$ cat config.mk
export PLATFORM = sky130hd
export DESIGN_NAME = exc_ctl
export DESIGN_NICKNAME = d
export VERILOG_FILES = /design/src/rtl/exc_pkg.sv /design/src/rtl/exc_classify.sv /design/src/rtl/exc_irq_hold.sv /design/src/rtl/exc_pc_unit.sv /design/src/rtl/exc_ctl.sv
export SDC_FILE = /design/constraint.sdc
export NUM_CORES = 1
export LEC_CHECK = 0
export BUFFER_PORTS_ARGS = -buffer_cell sky130_fd_sc_hd__buf_2
export CAP_MARGIN = 20
export CORE_AREA = 2 2 81 83
export CTS_CLUSTER_SIZE = 30
export DETAILED_ROUTE_END_ITERATION = 10
export DIE_AREA = 0 0 83 85
export PLACE_DENSITY = 0.8
export SLEW_MARGIN = 20
export SYNTH_ARGS = -nofsm -noshare
export SYNTH_HDL_FRONTEND = slang
export SYNTH_SLANG_ARGS = --single-unit
$ cat constraint.sdc
create_clock -name clk -period 2.26 [get_ports clk]
set_input_delay 0.226 -clock clk [delete_from_list [all_inputs] [get_ports clk]]
set_output_delay 0.226 -clock clk [all_outputs]
set_load 0.02 [all_outputs]
$ cat src/rtl/exc_pkg.sv
package exc_pkg;
    typedef enum logic [2:0] {
        PC_SEQ   = 3'd0,
        PC_BR    = 3'd1,
        PC_JMP   = 3'd2,
        PC_ILLOP = 3'd3,
        PC_INTR  = 3'd4
    } pcsel_t;

    typedef enum logic [1:0] {
        CAUSE_NONE = 2'd0,
        CAUSE_SYNC = 2'd1,
        CAUSE_IRQ  = 2'd2
    } cause_t;

    typedef enum logic {
        HOLD_NONE    = 1'b0,
        HOLD_PENDING = 1'b1
    } hold_t;

    localparam logic [1:0] WD_PC4 = 2'd0;
endpackage

$ cat src/rtl/exc_classify.sv
module exc_classify
    import exc_pkg::*;
(
    input  logic   op_known,
    input  logic   opnd_fault,
    input  logic   irq_eff,
    output logic   sync_exc,
    output cause_t cause
);
    assign sync_exc = !op_known || opnd_fault;

    always_comb begin
        if (sync_exc)
            cause = CAUSE_SYNC;
        else if (irq_eff)
            cause = CAUSE_IRQ;
        else
            cause = CAUSE_NONE;
    end
endmodule

$ cat src/rtl/exc_irq_hold.sv
module exc_irq_hold
    import exc_pkg::*;
(
    input  logic clk,
    input  logic rst_n,
    input  logic irq_req,
    input  logic sync_exc,
    output logic irq_eff
);
    hold_t state_q, state_d;

    always_ff @(posedge clk) begin
        if (!rst_n)
            state_q <= HOLD_NONE;
        else
            state_q <= state_d;
    end

    always_comb begin
        irq_eff = irq_req || (state_q == HOLD_PENDING);
        state_d = state_q;
        unique case (state_q)
            HOLD_NONE:    if (irq_req && sync_exc) state_d = HOLD_PENDING;
            HOLD_PENDING: if (!sync_exc)           state_d = HOLD_NONE;
            default:                               state_d = HOLD_NONE;
        endcase
    end
endmodule

$ cat src/rtl/exc_pc_unit.sv
module exc_pc_unit
    import exc_pkg::*;
#(
    parameter int               XLEN      = 32,
    parameter logic [XLEN-1:0]  RESET_VEC = '0,
    parameter logic [XLEN-1:0]  ILLOP_VEC = XLEN'(4),
    parameter logic [XLEN-1:0]  INTR_VEC  = XLEN'(8)
) (
    input  logic            clk,
    input  logic            rst_n,
    input  pcsel_t          sel,
    input  logic [XLEN-1:0] br_target,
    input  logic [XLEN-1:0] jmp_target,
    output logic [XLEN-1:0] pc,
    output logic [XLEN-1:0] pc_plus4
);
    localparam logic [XLEN-1:0] STEP = XLEN'(4);
    logic [XLEN-1:0] pc_next;

    assign pc_plus4 = pc + STEP;

    always_comb begin
        unique case (sel)
            PC_BR:    pc_next = br_target;
            PC_JMP:   pc_next = jmp_target;
            PC_ILLOP: pc_next = ILLOP_VEC;
            PC_INTR:  pc_next = INTR_VEC;
            default:  pc_next = pc_plus4;
        endcase
    end

    always_ff @(posedge clk) begin
        if (!rst_n)
            pc <= RESET_VEC;
        else
            pc <= pc_next;
    end
endmodule

$ cat src/rtl/exc_ctl.sv
module exc_ctl
    import exc_pkg::*;
#(
    parameter int XLEN   = 32,
    parameter int RAW    = 5,
    parameter int XP_REG = 30
) (
    input  logic            clk,
    input  logic            rst_n,
    input  logic            op_known,
    input  logic            opnd_fault,
    input  logic            irq_req,
    input  logic [2:0]      dec_pcsel,
    input  logic [1:0]      dec_wdsel,
    input  logic            dec_regwe,
    input  logic            dec_memwe,
    input  logic [RAW-1:0]  rc_field,
    input  logic [XLEN-1:0] br_target,
    input  logic [XLEN-1:0] jmp_target,
    output logic [XLEN-1:0] pc,
    output logic [XLEN-1:0] pc_plus4,
    output logic [2:0]      pcsel,
    output logic            wasel,
    output logic [RAW-1:0]  waddr,
    output logic [1:0]      wdsel,
    output logic            reg_we,
    output logic            mem_we
);
    localparam logic [RAW-1:0] XP_ADDR = RAW'(XP_REG);

    logic   sync_exc, irq_eff;
    cause_t cause;
    pcsel_t sel;

    exc_irq_hold u_hold (
        .clk      (clk),
        .rst_n    (rst_n),
        .irq_req  (irq_req),
        .sync_exc (sync_exc),
        .irq_eff  (irq_eff)
    );

    exc_classify u_cls (
        .op_known   (op_known),
        .opnd_fault (opnd_fault),
        .irq_eff    (irq_eff),
        .sync_exc   (sync_exc),
        .cause      (cause)
    );

    always_comb begin
        sel    = PC_SEQ;
        wasel  = 1'b0;
        wdsel  = dec_wdsel;
        reg_we = dec_regwe;
        mem_we = dec_memwe;
        unique case (cause)
            CAUSE_SYNC: begin
                sel    = PC_ILLOP;
                wasel  = 1'b1;
                wdsel  = WD_PC4;
                reg_we = 1'b1;
                mem_we = 1'b0;
            end
            CAUSE_IRQ: begin
                sel    = PC_INTR;
                wasel  = 1'b1;
                wdsel  = WD_PC4;
                reg_we = 1'b1;
                mem_we = 1'b0;
            end
            default: begin
                if (dec_pcsel <= 3'd2)
                    sel = pcsel_t'(dec_pcsel);
                else
                    sel = PC_SEQ;
            end
        endcase
    end

    assign pcsel = sel;
    assign waddr = wasel ? XP_ADDR : rc_field;

    exc_pc_unit #(.XLEN(XLEN)) u_pc (
        .clk        (clk),
        .rst_n      (rst_n),
        .sel        (sel),
        .br_target  (br_target),
        .jmp_target (jmp_target),
        .pc         (pc),
        .pc_plus4   (pc_plus4)
    );
endmodule


==> results.md <==
- Status: finished, violations left
- Failing checks: setup timing
- Synth Area in Compound Gates: 30.1%
- Avg Inst Size Synth: 8.32 sq um
- Worst R2R End: u_pc.pc[30]$_SDFF_PN0_
- Number of global-route vias before repair: 2803
- Post-DP HPWL: 5.74 mm
- Global-route wire length before repair: 13.3 mm
- Mapped Cells: 253
- GRT Util Overall: 22.9%
- Count leader, synth: dfxtp_1
- Post-synthesis mux area share: 0%
- Largest net degree at the start of global routing: 35
- Synth Cell Area: 2100 sq um
- Post-Synth Simple-Gate Area: 26.8%
- Skew final: 0.00325 ns
- Post-DR wirelength/cell: 16.1 um
- Via count: 2798
- Cell variety after synth: 39
- Top Ports: 158
- Hold slack: 0.208 ns
- Critical path class: register to output port
- Antenna Nets Post-Route: 0
- Critical Path Max Stage Delay: 0.61 ns
- Initial antenna violation count: 0
- Max-cap violations: 0
- Area Overhead vs Synth: 69.7%
- Worst EP arrival: 2.09 ns
- Final Non-Filler Cells: 508
- Critical Path RT: 2.03 ns
- Hold EP: u_pc.pc[3]$_SDFF_PN0_
- DRC Markers: 0
- Chip height: 85 um
- Total wire length: 8.19 mm
- F_max: 432 MHz
- Delay-heaviest family, CP: simple AND/OR/NAND/NOR gates
- CTS buffer count: 5
- Async SR Flop Fraction: 0%
- Sequential standard cell area: 681 sq um
- Static Leak: 1.68 nW
- Fraction of layout cells with a size suffix above 1: 62.2%
- Largest family of logic cells by synthesized area: compound AO/OA/AOI/OAI gates
- Buf/Inv on CP: 1
- Clock Sinks: 33
- Max_slew headroom: 54.1%
- H-tree levels: 2
- EDFF count, synth: 0
- Crit-path most repeated cell: or4_4
- Min Tclk post-route: 2.31 ns
- Critical hold path startpoint: rst_n
- Commonest cells in the netlist: dfxtp_1 (33), nand2_1 (26), clkbuf_1 (18), o221ai_1 (17), a31oi_1 (15)
- Slew at the pin with the worst max-slew slack: 0.689 ns
- CTS tree: yes
- R2r setup slk: 0.41 ns
- # fillers: 598
- Initial DRC count: 116
- Syn_nets: 335
- XOR/XNOR share of the synthesized area: 5.83%
- Place WS: 0.0407 ns
- CTS clk-pin slew, worst paths: 0.07 ns
- Predominant post-synthesis flop cell: dfxtp_1
- CP startpoint kind: register
- Multi-input logic area: 1570 sq um
- Worst Hold Depth: 2
- Final setup fails: 5
- Critical R2R Launch: u_pc.pc[17]$_SDFF_PN0_
- Worst Hold Class: primary input to register
- Clock buffer depth: 2
- # diodes: 0
- Path depth of the worst reg2reg path: 4
- Register area share after synthesis: 31.4%
- CP Max Fanout: 5
- Pwr per Cell Area: 392 nW/um^2
- Layout Nets: 512
- Gpl congestion: 0.743
- Synth top area cells: dfxtp_1 (31%), o221ai_1 (7.1%), o221a_2 (5.4%)
- RSZ-0062 raised after global routing: yes
- Root Driver: clkbuf_8
- Final setup margin: -0.0522 ns
- Final period utilization: 102%
- Die ar.: 7060 sq um
- Die width: 83 um
- Skew-Pair Late Insertion Delay: 0.29 ns
- CP max stage cell: or4_4
- Port buffer count: 157
- Synth warn: 0
- CP cell instances: nand4_1 > or4_4 > or4_4 > nand2_2 > buf_6
- Yosys reg bits: 33
- Post-synth top area share: 31.4%
- Core area: 6200 sq um
- Element type at the critical path end: output port
- # rows: 29
- End-of-flow core utilization: 57.6%
- Final Slew Violations: 0
- Final Hold Violating Endpoints: 0
- Vias per cell: 5.51
- Overflow left after global routing: 0
- Area share of fa/ha/maj cells after synthesis: 0.595%
- Drt pass-1 iters: 6
- Initial Util: 33.9%
- Cell taking the most area after synthesis: dfxtp_1
- Placed cell count: 491
- Peak supply drop: 0.257 mV
-- metal layers --
metal	share of wire, %	GRT usage [%]	vias up
met2	51	40.6	97
met5	0	0	-
li1	-	-	1369
met1	42	27.8	1316
met3	4.5	3.79	16
met4	1.9	8.94	0
-- flip-flops by register name (all words and copies together) (netlist names) --
register / flops
u_hold.state_q: 1
u_pc.pc: 32
-- cells by family after synthesis --
family / count (synthesis)
xor+xnor: 14
buf+inv: 27
simple gates: 99
fa+ha+maj: 1
compound gates: 79
flops: 33
-- power by group --
group,internal (mW),leakage (nW),switching [mW]
Clock,0.275,0.0542,0.225
Combinational,0.128,1.35,0.154
Sequential,0.600,0.275,0.0175
-- worst max-delay path by stage --
stage | to | slack [ns] | from | cells past startpoint
floorplan | pc_plus4[31] | 0.02 | u_pc.pc[10]$_SDFF_PN0_ | 5
global placement | pc_plus4[31] | 0.08 | u_pc.pc[10]$_SDFF_PN0_ | 6
detailed placement | pc_plus4[31] | 0.04 | u_pc.pc[10]$_SDFF_PN0_ | 6
CTS | pc_plus4[30] | -0.10 | u_pc.pc[20]$_SDFF_PN0_ | 6
global route | pc_plus4[30] | -0.12 | u_pc.pc[15]$_SDFF_PN0_ | 6
finish | pc_plus4[27] | -0.05 | u_pc.pc[17]$_SDFF_PN0_ | 5
-- cell type report --
type / count / area share (%)
clock buffer: 7 / 2.70
clock inverter: 1 / 0.140
inverter: 5 / 0.526
timing repair buffer: 189 / 30.8
tap: 77 / 2.70
multi-input combinational: 196 / 44.0
sequential: 33 / 19.1
-- through the flow --
step	power, mW	TNS (ns)	instance area (sq um)
floorplan	0.755	0	2110
global placement	0.889	0	3110
detailed placement	0.893	0	3110
finish	1.40	-0.138	3570
global route	1.46	-0.768	3570
CTS	1.40	-0.314	3430
-- what timing repair did --
item                       4_1_cts  5_1_grt
setup buffers                    6        2
hold buffers                     0        0
gates cloned                     3        0
resized for setup               53       35
setup endpoints to repair       10       15
pin swaps                       18        8
-- cells in the final DEF (no fill, tap or decap), types with 3 or more instances in the layout --
| master | count |
|---|---|
| nand3_1 | 11 |
| xnor2_1 | 10 |
| clkbuf_8 | 7 |
| or4_4 | 12 |
| and2_1 | 3 |
| o21ai_1 | 4 |
| xor2_1 | 4 |
| nor2_1 | 3 |
| o21a_1 | 14 |
| dfxtp_1 | 17 |
| buf_2 | 145 |
| o31ai_4 | 5 |
| dfxtp_2 | 16 |
| buf_4 | 32 |
| or3_1 | 7 |
| or3_4 | 6 |
| o221ai_1 | 17 |
| nand2_1 | 13 |
| o221a_1 | 4 |
| nand4_1 | 10 |
| and3_1 | 7 |
| buf_6 | 12 |
| nand2_2 | 13 |
| a31oi_1 | 15 |
| o221a_2 | 10 |
| inv_1 | 5 |
Note: power is estimated with default switching activity, not from simulation.
